File: config.mk
export PLATFORM = sky130hd
export DESIGN_NAME = clk_err_trim
export DESIGN_NICKNAME = d
export VERILOG_FILES = /design/src/rtl/clk_err_trim_pkg.sv /design/src/rtl/clk_err_trim_regs.sv /design/src/rtl/clk_err_trim_interval.sv /design/src/rtl/clk_err_trim_prescaler.sv /design/src/rtl/clk_err_trim.sv
export SDC_FILE = /design/constraint.sdc
export NUM_CORES = 1
export LEC_CHECK = 0
export CAP_MARGIN = 10
export CORE_MARGIN = 5
export CORE_UTILIZATION = 56
export DETAILED_ROUTE_END_ITERATION = 7
export PLACE_DENSITY = 0.8
export SYNTH_ARGS = -nofsm -noshare
export SYNTH_HDL_FRONTEND = slang
export SYNTH_HIERARCHICAL = 1
export SYNTH_SLANG_ARGS = --single-unit
File: constraint.sdc
create_clock -name clk -period 4.65 [get_ports clk]
set_input_delay 0.93 -clock clk [delete_from_list [all_inputs] [get_ports clk]]
set_output_delay 0.93 -clock clk [all_outputs]
set_load 0.1 [all_outputs]
File: src/rtl/clk_err_trim_pkg.sv
package clk_err_trim_pkg;

  localparam int MAG_W   = 6;
  localparam int MAG_MAX = (1 << MAG_W) - 1;

  // Direction code sits in the top two bits of the trim word.
  typedef enum logic [1:0] {
    DIR_NONE = 2'd0,
    DIR_ADD  = 2'd1,
    DIR_SUB  = 2'd2,
    DIR_RSVD = 2'd3
  } trim_dir_e;

  typedef struct packed {
    trim_dir_e        dir;
    logic [MAG_W-1:0] mag;
  } trim_word_t;

endpackage

File: src/rtl/clk_err_trim_regs.sv
module clk_err_trim_regs
  import clk_err_trim_pkg::*;
(
  input  logic       clk,
  input  logic       rst_n,
  input  logic       adj_we,
  input  logic [7:0] adj_wdata,
  input  logic       ctl_we,
  input  logic       ctl_auto_en,
  input  logic       ctl_short_sel,
  output trim_word_t word_q,
  output logic       en_q,
  output logic       sel_q,
  output logic       restart
);

  logic sel_unlocked;
  logic sel_next;

  // Interval select is frozen while any direction code is programmed.
  assign sel_unlocked = (word_q.dir == DIR_NONE);
  assign sel_next     = sel_unlocked ? ctl_short_sel : sel_q;
  assign restart      = ctl_we && ((ctl_auto_en != en_q) || (sel_next != sel_q));

  always_ff @(posedge clk or negedge rst_n) begin
    if (!rst_n) begin
      word_q <= '{dir: DIR_NONE, mag: '0};
      en_q   <= 1'b0;
      sel_q  <= 1'b0;
    end else begin
      if (adj_we) begin
        word_q <= trim_word_t'(adj_wdata);
      end
      if (ctl_we) begin
        en_q  <= ctl_auto_en;
        sel_q <= sel_next;
      end
    end
  end

endmodule

File: src/rtl/clk_err_trim_interval.sv
module clk_err_trim_interval #(
  parameter int SHORT_SECS = 10,
  parameter int LONG_SECS  = 60,
  localparam int MAX_SECS  = (LONG_SECS > SHORT_SECS) ? LONG_SECS : SHORT_SECS,
  localparam int IDX_W     = (MAX_SECS > 2) ? $clog2(MAX_SECS) : 1
) (
  input  logic             clk,
  input  logic             rst_n,
  input  logic             en,
  input  logic             sel,
  input  logic             restart,
  input  logic             sec_done,
  output logic             boundary,
  output logic [IDX_W-1:0] sec_idx
);

  localparam logic [IDX_W-1:0] SHORT_LAST = IDX_W'(SHORT_SECS - 1);
  localparam logic [IDX_W-1:0] LONG_LAST  = IDX_W'(LONG_SECS - 1);

  logic [IDX_W-1:0] last_idx;
  logic             at_last;

  assign last_idx = sel ? SHORT_LAST : LONG_LAST;
  assign at_last  = (sec_idx >= last_idx);
  assign boundary = en && at_last;

  always_ff @(posedge clk or negedge rst_n) begin
    if (!rst_n) begin
      sec_idx <= '0;
    end else if (!en || restart) begin
      sec_idx <= '0;
    end else if (sec_done) begin
      sec_idx <= at_last ? '0 : sec_idx + 1'b1;
    end
  end

endmodule

File: src/rtl/clk_err_trim_prescaler.sv
module clk_err_trim_prescaler
  import clk_err_trim_pkg::*;
#(
  parameter int PRESCALE = 32768,
  localparam int CNT_W   = $clog2(PRESCALE + MAG_MAX + 1)
) (
  input  logic       clk,
  input  logic       rst_n,
  input  logic       tick_en,
  input  logic       boundary,
  input  trim_word_t word,
  output logic       sec_done,
  output logic       sec_tick
);

  localparam logic [CNT_W-1:0] BASE_TERM = CNT_W'(PRESCALE - 1);

  logic [CNT_W-1:0] pcount;
  logic [CNT_W-1:0] term;
  logic [CNT_W-1:0] mag_ext;

  assign mag_ext = CNT_W'(word.mag);

  // Terminal count moves only during the boundary second.
  always_comb begin
    term = BASE_TERM;
    if (boundary) begin
      unique case (word.dir)
        DIR_ADD: term = BASE_TERM - mag_ext;
        DIR_SUB: term = BASE_TERM + mag_ext;
        default: term = BASE_TERM;
      endcase
    end
  end

  assign sec_done = tick_en && (pcount >= term);

  always_ff @(posedge clk or negedge rst_n) begin
    if (!rst_n) begin
      pcount   <= '0;
      sec_tick <= 1'b0;
    end else begin
      sec_tick <= sec_done;
      if (tick_en) begin
        pcount <= sec_done ? '0 : pcount + 1'b1;
      end
    end
  end

endmodule

File: src/rtl/clk_err_trim.sv
module clk_err_trim
  import clk_err_trim_pkg::*;
#(
  parameter int PRESCALE   = 32768,
  parameter int SHORT_SECS = 10,
  parameter int LONG_SECS  = 60,
  localparam int MAX_SECS  = (LONG_SECS > SHORT_SECS) ? LONG_SECS : SHORT_SECS,
  localparam int IDX_W     = (MAX_SECS > 2) ? $clog2(MAX_SECS) : 1
) (
  input  logic       clk,
  input  logic       rst_n,
  input  logic       tick_en,
  input  logic       adj_we,
  input  logic [7:0] adj_wdata,
  input  logic       ctl_we,
  input  logic       ctl_auto_en,
  input  logic       ctl_short_sel,
  output logic [7:0] adj_rdata,
  output logic       auto_en_q,
  output logic       short_sel_q,
  output logic       sec_tick
);

  trim_word_t       word_q;
  logic             restart;
  logic             boundary;
  logic             sec_done;
  logic [IDX_W-1:0] sec_idx;

  clk_err_trim_regs u_regs (
    .clk           (clk),
    .rst_n         (rst_n),
    .adj_we        (adj_we),
    .adj_wdata     (adj_wdata),
    .ctl_we        (ctl_we),
    .ctl_auto_en   (ctl_auto_en),
    .ctl_short_sel (ctl_short_sel),
    .word_q        (word_q),
    .en_q          (auto_en_q),
    .sel_q         (short_sel_q),
    .restart       (restart)
  );

  clk_err_trim_interval #(
    .SHORT_SECS (SHORT_SECS),
    .LONG_SECS  (LONG_SECS)
  ) u_interval (
    .clk      (clk),
    .rst_n    (rst_n),
    .en       (auto_en_q),
    .sel      (short_sel_q),
    .restart  (restart),
    .sec_done (sec_done),
    .boundary (boundary),
    .sec_idx  (sec_idx)
  );

  clk_err_trim_prescaler #(
    .PRESCALE (PRESCALE)
  ) u_prescaler (
    .clk      (clk),
    .rst_n    (rst_n),
    .tick_en  (tick_en),
    .boundary (boundary),
    .word     (word_q),
    .sec_done (sec_done),
    .sec_tick (sec_tick)
  );

  assign adj_rdata = word_q;

endmodule

==> results of run 1 <==
-- Yosys cell counts, types with 2 or more instances --
| master | instances |
|---|---|
| sky130_fd_sc_hd__dfrtp_1 | 33 |
| sky130_fd_sc_hd__nor2b_1 | 2 |
| sky130_fd_sc_hd__xnor2_1 | 5 |
| sky130_fd_sc_hd__mux2_1 | 9 |
| sky130_fd_sc_hd__nand2_1 | 15 |
| sky130_fd_sc_hd__nor2_2 | 9 |
| sky130_fd_sc_hd__a221oi_1 | 2 |
| sky130_fd_sc_hd__nor4_4 | 2 |
| sky130_fd_sc_hd__nor2_1 | 19 |
| sky130_fd_sc_hd__clkbuf_1 | 2 |
| sky130_fd_sc_hd__o21ai_1 | 2 |
| sky130_fd_sc_hd__inv_1 | 16 |
| sky130_fd_sc_hd__and3_1 | 2 |
| sky130_fd_sc_hd__nand4_1 | 7 |
| sky130_fd_sc_hd__o22ai_1 | 4 |
| sky130_fd_sc_hd__nand3_1 | 10 |
| sky130_fd_sc_hd__mux2i_1 | 2 |
| sky130_fd_sc_hd__o2bb2ai_1 | 3 |
| sky130_fd_sc_hd__a31oi_1 | 6 |
| sky130_fd_sc_hd__nand2b_1 | 2 |
| sky130_fd_sc_hd__o21ai_0 | 3 |
| sky130_fd_sc_hd__a21oi_1 | 10 |
| sky130_fd_sc_hd__ha_1 | 25 |
| sky130_fd_sc_hd__xor2_1 | 12 |
| sky130_fd_sc_hd__nor3_1 | 4 |
-- registers in the layout (all words and copies together) (netlist names) --
signal	flops
u_prescaler/pcount	16
u_regs/word_q	8
u_interval/sec_idx	6
u_prescaler/sec_tick	1
u_regs/en_q	1
u_regs/sel_q	1
-- layout by cell type (no fill, tap or decap), drive strengths merged, types with 3 or more instances in the layout --
cell           count
nor2              28
and3               3
nand4              8
dfrtp             33
nor4               3
o22ai              4
nand3             10
a21oi             10
nand2b             3
nor3               4
clkbuf             5
xnor2              5
clkdlybuf4s50     25
nand2             15
inv               17
o2bb2ai            3
mux2              10
ha                25
o21ai              5
a31oi              7
xor2              12
-- critical path, cell delays in order, from the launching register on --
cell	delay [ps]
sky130_fd_sc_hd__dfrtp_1	460
sky130_fd_sc_hd__ha_1	320
sky130_fd_sc_hd__a21o_1	140
sky130_fd_sc_hd__a31oi_1	100
sky130_fd_sc_hd__nor2b_1	160
sky130_fd_sc_hd__nand2b_1	160
sky130_fd_sc_hd__or2_2	350
sky130_fd_sc_hd__a31oi_1	310
sky130_fd_sc_hd__ha_1	320
sky130_fd_sc_hd__nand4_1	120
sky130_fd_sc_hd__nor3_1	90
sky130_fd_sc_hd__nor4_4	350
sky130_fd_sc_hd__a31oi_4	160
sky130_fd_sc_hd__or3b_2	540
sky130_fd_sc_hd__nand4_1	140
sky130_fd_sc_hd__xor2_1	150
sky130_fd_sc_hd__nor2_1	50
-- report_power, final --
part	internal (mW)	switching [mW]
sequential	0.319	0.0530
combinational	0.0925	0.160
clock	0.216	0.114
total	0.627	0.327
-- routing by layer --
layer  global-route usage (%)  up-vias  routed length, um
li1                         -      876                  -
met1                     24.4      850               2010
met2                     29.8       39               2170
met3                     4.65        6                220
met4                     7.65        0                 70
met5                        0        -                  0
-- kinds of logic (layout without fill, tap and decap cells) --
kind of cell / after synthesis / after routing / synth area share [%]
fa+ha+maj: 25 / 25 / 13.7
mux: 12 / 12 / 5.82
xor+xnor: 17 / 17 / 6.53
simple gates: 82 / 82 / 21.1
compound gates: 39 / 39 / 12.9
buf+inv: 20 / 51 / 3.68
flops: 33 / 33 / 36.2
-- through the flow --
| step | cells | setup slack, ps | power, mW | util (%) |
|---|---|---|---|---|
| floorplan | 228 | 90.4 | 0.556 | - |
| global placement | 301 | 793 | 0.623 | 65.1 |
| detailed placement | 301 | 644 | 0.630 | 65.1 |
| CTS | 309 | 651 | 0.963 | 68.5 |
| global route | 309 | 344 | 1.00 | 68.5 |
| finish | 309 | 628 | 0.954 | 68.5 |
-- how the worst max path moves through the flow --
stage	start	endpoint	slack (ps)	cells after the start
after floorplan	u_regs/sel_q	u_interval/sec_idx[5]	90	18
after global placement	u_regs/sel_q	u_interval/sec_idx[5]	790	16
after detailed placement	u_regs/sel_q	u_interval/sec_idx[5]	640	16
after CTS	u_regs/sel_q	u_interval/sec_idx[5]	650	16
after global routing	u_regs/sel_q	u_interval/sec_idx[5]	340	16
final	u_regs/sel_q	u_interval/sec_idx[5]	630	16
-- cell type report --
class	instances	area [um^2]	area share, %
well taps	50	62.6	2.30
multi-input cells	175	1370	50.3
flip-flops and latches	33	826	30.3
repair buffers	27	265	9.75
clock inverters	3	68.8	2.53
clock buffers	5	68.8	2.53
inverters	16	60.1	2.21
==> flow_summary.toml, run 1 <==
[status]
run_status = "completed"

[cts]
clock_latency_ps = 300
cts.hold.buffers_added = 0
cts_htree_levels = 2
post_cts_buffers = 0
cts_inserted_buffers = 5
clock_sink_count = 33
tritoncts = "done"
clock_input_transition_at_the_sequential_cells_of_the_worst_setup_and_hold_paths_ps = 80
cts_resized = 0
cts_buffer_depth = 2
clk_root_buffer_cell = "sky130_fd_sc_hd__clkbuf_8"

[global_routing]
antenna_found_initial = 0
grt_start_max_net_pins = 34
global_route_congestion_overflow_total = 0
global_route_wire_length_before_repair_um = 7940
first_global_vias = 1773
total_grt_usage_pct = 18.8

[setup_path]
setup.worst_path.end_class = "flop"
worst_path_max_fanout = 7
worst-r2r-cell-count = 16
worst_ep_required_time_ps = 4830
reg2reg_from = "u_regs/sel_q"
path_class = "flop to flop"
reg2reg_slack_ps = 630
cp_data_arrival_time_ps = 4200
timing.critical_path.from_type = "flop"
regToRegEndpoint = "u_interval/sec_idx[5]"

[floorplan]
initial_core_util_pct = 57.4
fp.dieH_um = 73.8
top_level_ports = 26
floorplan.rows = 23
floorplan.die_area_mm2 = 0.00545
die_w_um = 73.8
design.core.area_mm2 = 0.00397

[timing]
report.final.hold_viol_count = 0
final_worst_path_period_need_ps = 4020
final.period_utilization_pct = 86.5
timing.clock.skew_ps = 15.0
report.final.slew_viol_count = 0
finalSetupTns_ps = 0
report.final.setup_viol = 0
fmax_mhz = 249
rsz_0062_raised_after_global_routing = "no"
slew_worst_pin_ps = 980
timing.max_slew.rel_slack_pct = 34.4
hold_ws_ps = 535

[detailed_routing]
detailed_route_drc_error_count = 0
vias = 1771
drtIter0Drc = 68
routed_wl_um = 4470
wl_per_cell_um = 14.5
detailedRoute.firstPassIterationCount = 5
drtAntennaViolNets = 0
via_density_per_instance = 5.73

[synthesis]
post-synth-top-area-fraction_pct = 36.2
synth_enable_flop_cells = 0
synth_sequential_area_ratio_pct = 36.2
synthesis.nets = 268
yosys_warnings = 6
synth_cell_types = 47
syn_inst = 228
ys_dominant_reg_cell = "sky130_fd_sc_hd__dfrtp_1"
synth-async-reset-ratio_pct = 100
ys_seq_elements = 33
synth_area_leader_cell = "sky130_fd_sc_hd__dfrtp_1"
syn_area_per_cell_um2 = 10.0
synthesis.area_mm2 = 0.00228
synth_area_leaders = "sky130_fd_sc_hd__dfrtp_1 (36%), sky130_fd_sc_hd__ha_1 (14%), sky130_fd_sc_hd__xor2_1 (4.6%), sky130_fd_sc_hd__mux2_1 (4.4%), sky130_fd_sc_hd__nor2_1 (3.1%)"

[final_layout]
area_growth_pct = 19.4
drive_gt1_share_pct = 12.4
nets = 298
final.fill_count = 313
finalInstanceArea_mm2 = 0.00272
n_antenna_cell = 0

[pwr]
leakage_nw = 1.25
irDropWorstVdd_mv = 0.282
power.density_cell_area_mw_per_mm2 = 351

[place]
detailedPlacementHpwl_um = 3490
io_buffer_count = 25
gp_congestion = 0.846
placed_cell_area_mm2 = 0.00258

[min_path]
worstHoldPathCells = 1
worst_hold_startpoint = "u_interval/sec_idx[0]"
timing.hold.worst.class = "flop to flop"
min_to = "u_interval/sec_idx[0]"

[job]
maxCapViolations = 0
Power figures use the tool's default switching activity.
==> run 2, diff against run 1 <==
--- a/config.mk
+++ b/config.mk
@@ -5,11 +5,9 @@
 export SDC_FILE = /design/constraint.sdc
 export NUM_CORES = 1
 export LEC_CHECK = 0
-export CAP_MARGIN = 10
 export CORE_MARGIN = 5
-export CORE_UTILIZATION = 56
+export CORE_UTILIZATION = 28
 export DETAILED_ROUTE_END_ITERATION = 7
-export PLACE_DENSITY = 0.8
 export SYNTH_ARGS = -nofsm -noshare
 export SYNTH_HDL_FRONTEND = slang
 export SYNTH_HIERARCHICAL = 1
==> flow_summary.toml, run 2 (same netlist as run 1, synthesis figures left out) <==
[pwr]
combinationalPowerShare_pct = 27.8
power.density_cell_area_mw_per_mm2 = 329
power_frac_seq_pct = 40.9
power_report.internal_total_uw = 587
pwr-share-clk_pct = 31.2
irDropWorstVdd_mv = 0.192
p_sw_share_pct = 35.5
leakage_nw = 1.24
power_switching_uw = 324

[timing]
rsz_0062_raised_after_global_routing = "no"
timing.max_slew.rel_slack_pct = 34.8
report.final.setup_viol = 0
report.final.hold_viol_count = 0
final_worst_path_period_need_ps = 4040
setup_slack_ps = 614
timing.clock.skew_ps = 6.68
slew_worst_pin_ps = 975
finalSetupTns_ps = 0
fmax_mhz = 248
final.period_utilization_pct = 86.8
report.final.slew_viol_count = 0

[floorplan]
initial_core_util_pct = 28.2
design.core.area_mm2 = 0.00809
die_w_um = 100
top_level_ports = 26
fp.dieH_um = 100
floorplan.rows = 33
floorplan.die_area_mm2 = 0.0100

[final_layout]
layout.cells.most_common = "sky130_fd_sc_hd__dfrtp_1"
register_with_the_highest_flop_count = "u_prescaler/pcount"
n_antenna_cell = 0
seqCellArea_um2 = 826
final.fill_count = 847
drive_gt1_share_pct = 12.0
layout_common_cells = "sky130_fd_sc_hd__dfrtp_1 (33), sky130_fd_sc_hd__clkdlybuf4s50_1 (25), sky130_fd_sc_hd__ha_1 (25)"
largest_register_ff_count = 16
nets = 298
instances_no_fill = 364
footprint_of_the_multi_input_gates_mm2 = 0.00137
biggest_registers_after_layout = "u_prescaler/pcount x16, u_regs/word_q x8, u_interval/sec_idx x6"
area_growth_pct = 21.5

[cts]
cts_resized = 0
clock_input_transition_at_the_sequential_cells_of_the_worst_setup_and_hold_paths_ps = 70
tritoncts = "done"
clock_latency_ps = 290
clk_root_buffer_cell = "sky130_fd_sc_hd__clkbuf_8"
post_cts_buffers = 0
clock_sink_count = 33
cts_htree_levels = 2
cts_buffer_depth = 2
cts_inserted_buffers = 5
cts.hold.buffers_added = 0

[setup_path]
path_class = "flop to flop"
cp_data_arrival_time_ps = 4200
path_cells = "ha_1 > a2111o_1 > a31oi_1 > nor2b_1 > nand2b_1 > or2_2 > a31oi_1 > ha_1 > nand2_1 > o21ai_1 > nor4_4 > a31oi_4 > or3b_2 > nand4_1 > xor2_1 > nor2_1"
critical-path-max-stage-delay_ps = 540
setup.worst_path.end_class = "flop"
worst_path_max_delay_cell = "sky130_fd_sc_hd__or3b_2"
cp.buffers_inverters = 0
worst_path_max_fanout = 7
timing.critical_path.from_type = "flop"
critical-path-top-delay-family = "simple AND/OR/NAND/NOR gates"
worst_ep_required_time_ps = 4820

[detailed_routing]
routed_wl_um = 4860
detailedRoute.firstPassIterationCount = 4
vias = 1768
wl_per_cell_um = 13.3
detailed_route_drc_error_count = 0
via_density_per_instance = 4.86
drtIter0Drc = 75
drtAntennaViolNets = 0

[global_routing]
antenna_found_initial = 0
grt_start_max_net_pins = 34
first_global_vias = 1785
total_grt_usage_pct = 10.5
global_route_congestion_overflow_total = 0
global_route_wire_length_before_repair_um = 8630

[place]
io_buffer_count = 25
gp_congestion = 0.790
placedCellCount = 356
detailedPlacementHpwl_um = 3750
place_worst_setup_slack_ps = 600

[min_path]
timing.hold.worst.class = "flop to flop"

[status]
run_status = "completed"

[job]
maxCapViolations = 0
==> run 2: layout make-up <==
class                      count  area share [%]
multi-input combinational    175            49.5
sequential                    33            29.8
timing repair buffer          27            9.58
tap                          105            4.74
clock buffer                   7            3.12
inverter                      16            2.17
clock inverter                 1            1.08
==> run 2: path summary, 6_finish.rpt <==
kind	startpoint	end	slack, ps	cells after the start
setup / recovery	u_regs/sel_q	u_interval/sec_idx[5]	610	16
hold / removal	u_interval/sec_idx[0]	u_interval/sec_idx[0]	550	1
setup reg to reg	u_regs/sel_q	u_interval/sec_idx[5]	610	16
hold reg to reg	u_interval/sec_idx[0]	u_interval/sec_idx[0]	550	1
max in group asynchronous	rst_n	u_regs/word_q[0]	3290	2
min in group asynchronous	rst_n	u_prescaler/pcount[8]	1050	2
==> run 2: routing by layer <==
metal	share of wire (%)	GRT usage [%]	vias up
li1	-	-	881
met1	48	14.3	864
met2	49	16.6	21
met3	2.9	2.99	2
met4	0.35	2.49	0
met5	0	0	-
==> run 2: worst register-to-register path: stages, from the launching register on <==
cell,delay (ps)
sky130_fd_sc_hd__dfrtp_1,440
sky130_fd_sc_hd__ha_1,320
sky130_fd_sc_hd__a2111o_1,160
sky130_fd_sc_hd__a31oi_1,100
sky130_fd_sc_hd__nor2b_1,160
sky130_fd_sc_hd__nand2b_1,160
sky130_fd_sc_hd__or2_2,360
sky130_fd_sc_hd__a31oi_1,320
sky130_fd_sc_hd__ha_1,310
sky130_fd_sc_hd__nand2_1,70
sky130_fd_sc_hd__o21ai_1,90
sky130_fd_sc_hd__nor4_4,390
sky130_fd_sc_hd__a31oi_4,160
sky130_fd_sc_hd__or3b_2,540
sky130_fd_sc_hd__nand4_1,140
sky130_fd_sc_hd__xor2_1,150
sky130_fd_sc_hd__nor2_1,50
==> run 2: power groups by stage <==
stage	registers, mW	logic [mW]	clock network (mW)
CTS	0.374	0.256	0.293
global placement	0.378	0.248	0
floorplan	0.440	0.116	0
global route	0.379	0.277	0.308
detailed placement	0.379	0.255	0
finish	0.373	0.253	0.285
==> run 2: per-stage QoR <==
step | hold slack [ps] | power [mW] | util [%] | instance area (um^2)
floorplan | 491 | 0.556 | - | 2280
global placement | 534 | 0.626 | 32.8 | 2650
detailed placement | 543 | 0.633 | 32.8 | 2650
CTS | 553 | 0.923 | 34.2 | 2770
global route | 569 | 0.963 | 34.2 | 2770
finish | 546 | 0.911 | 34.2 | 2770
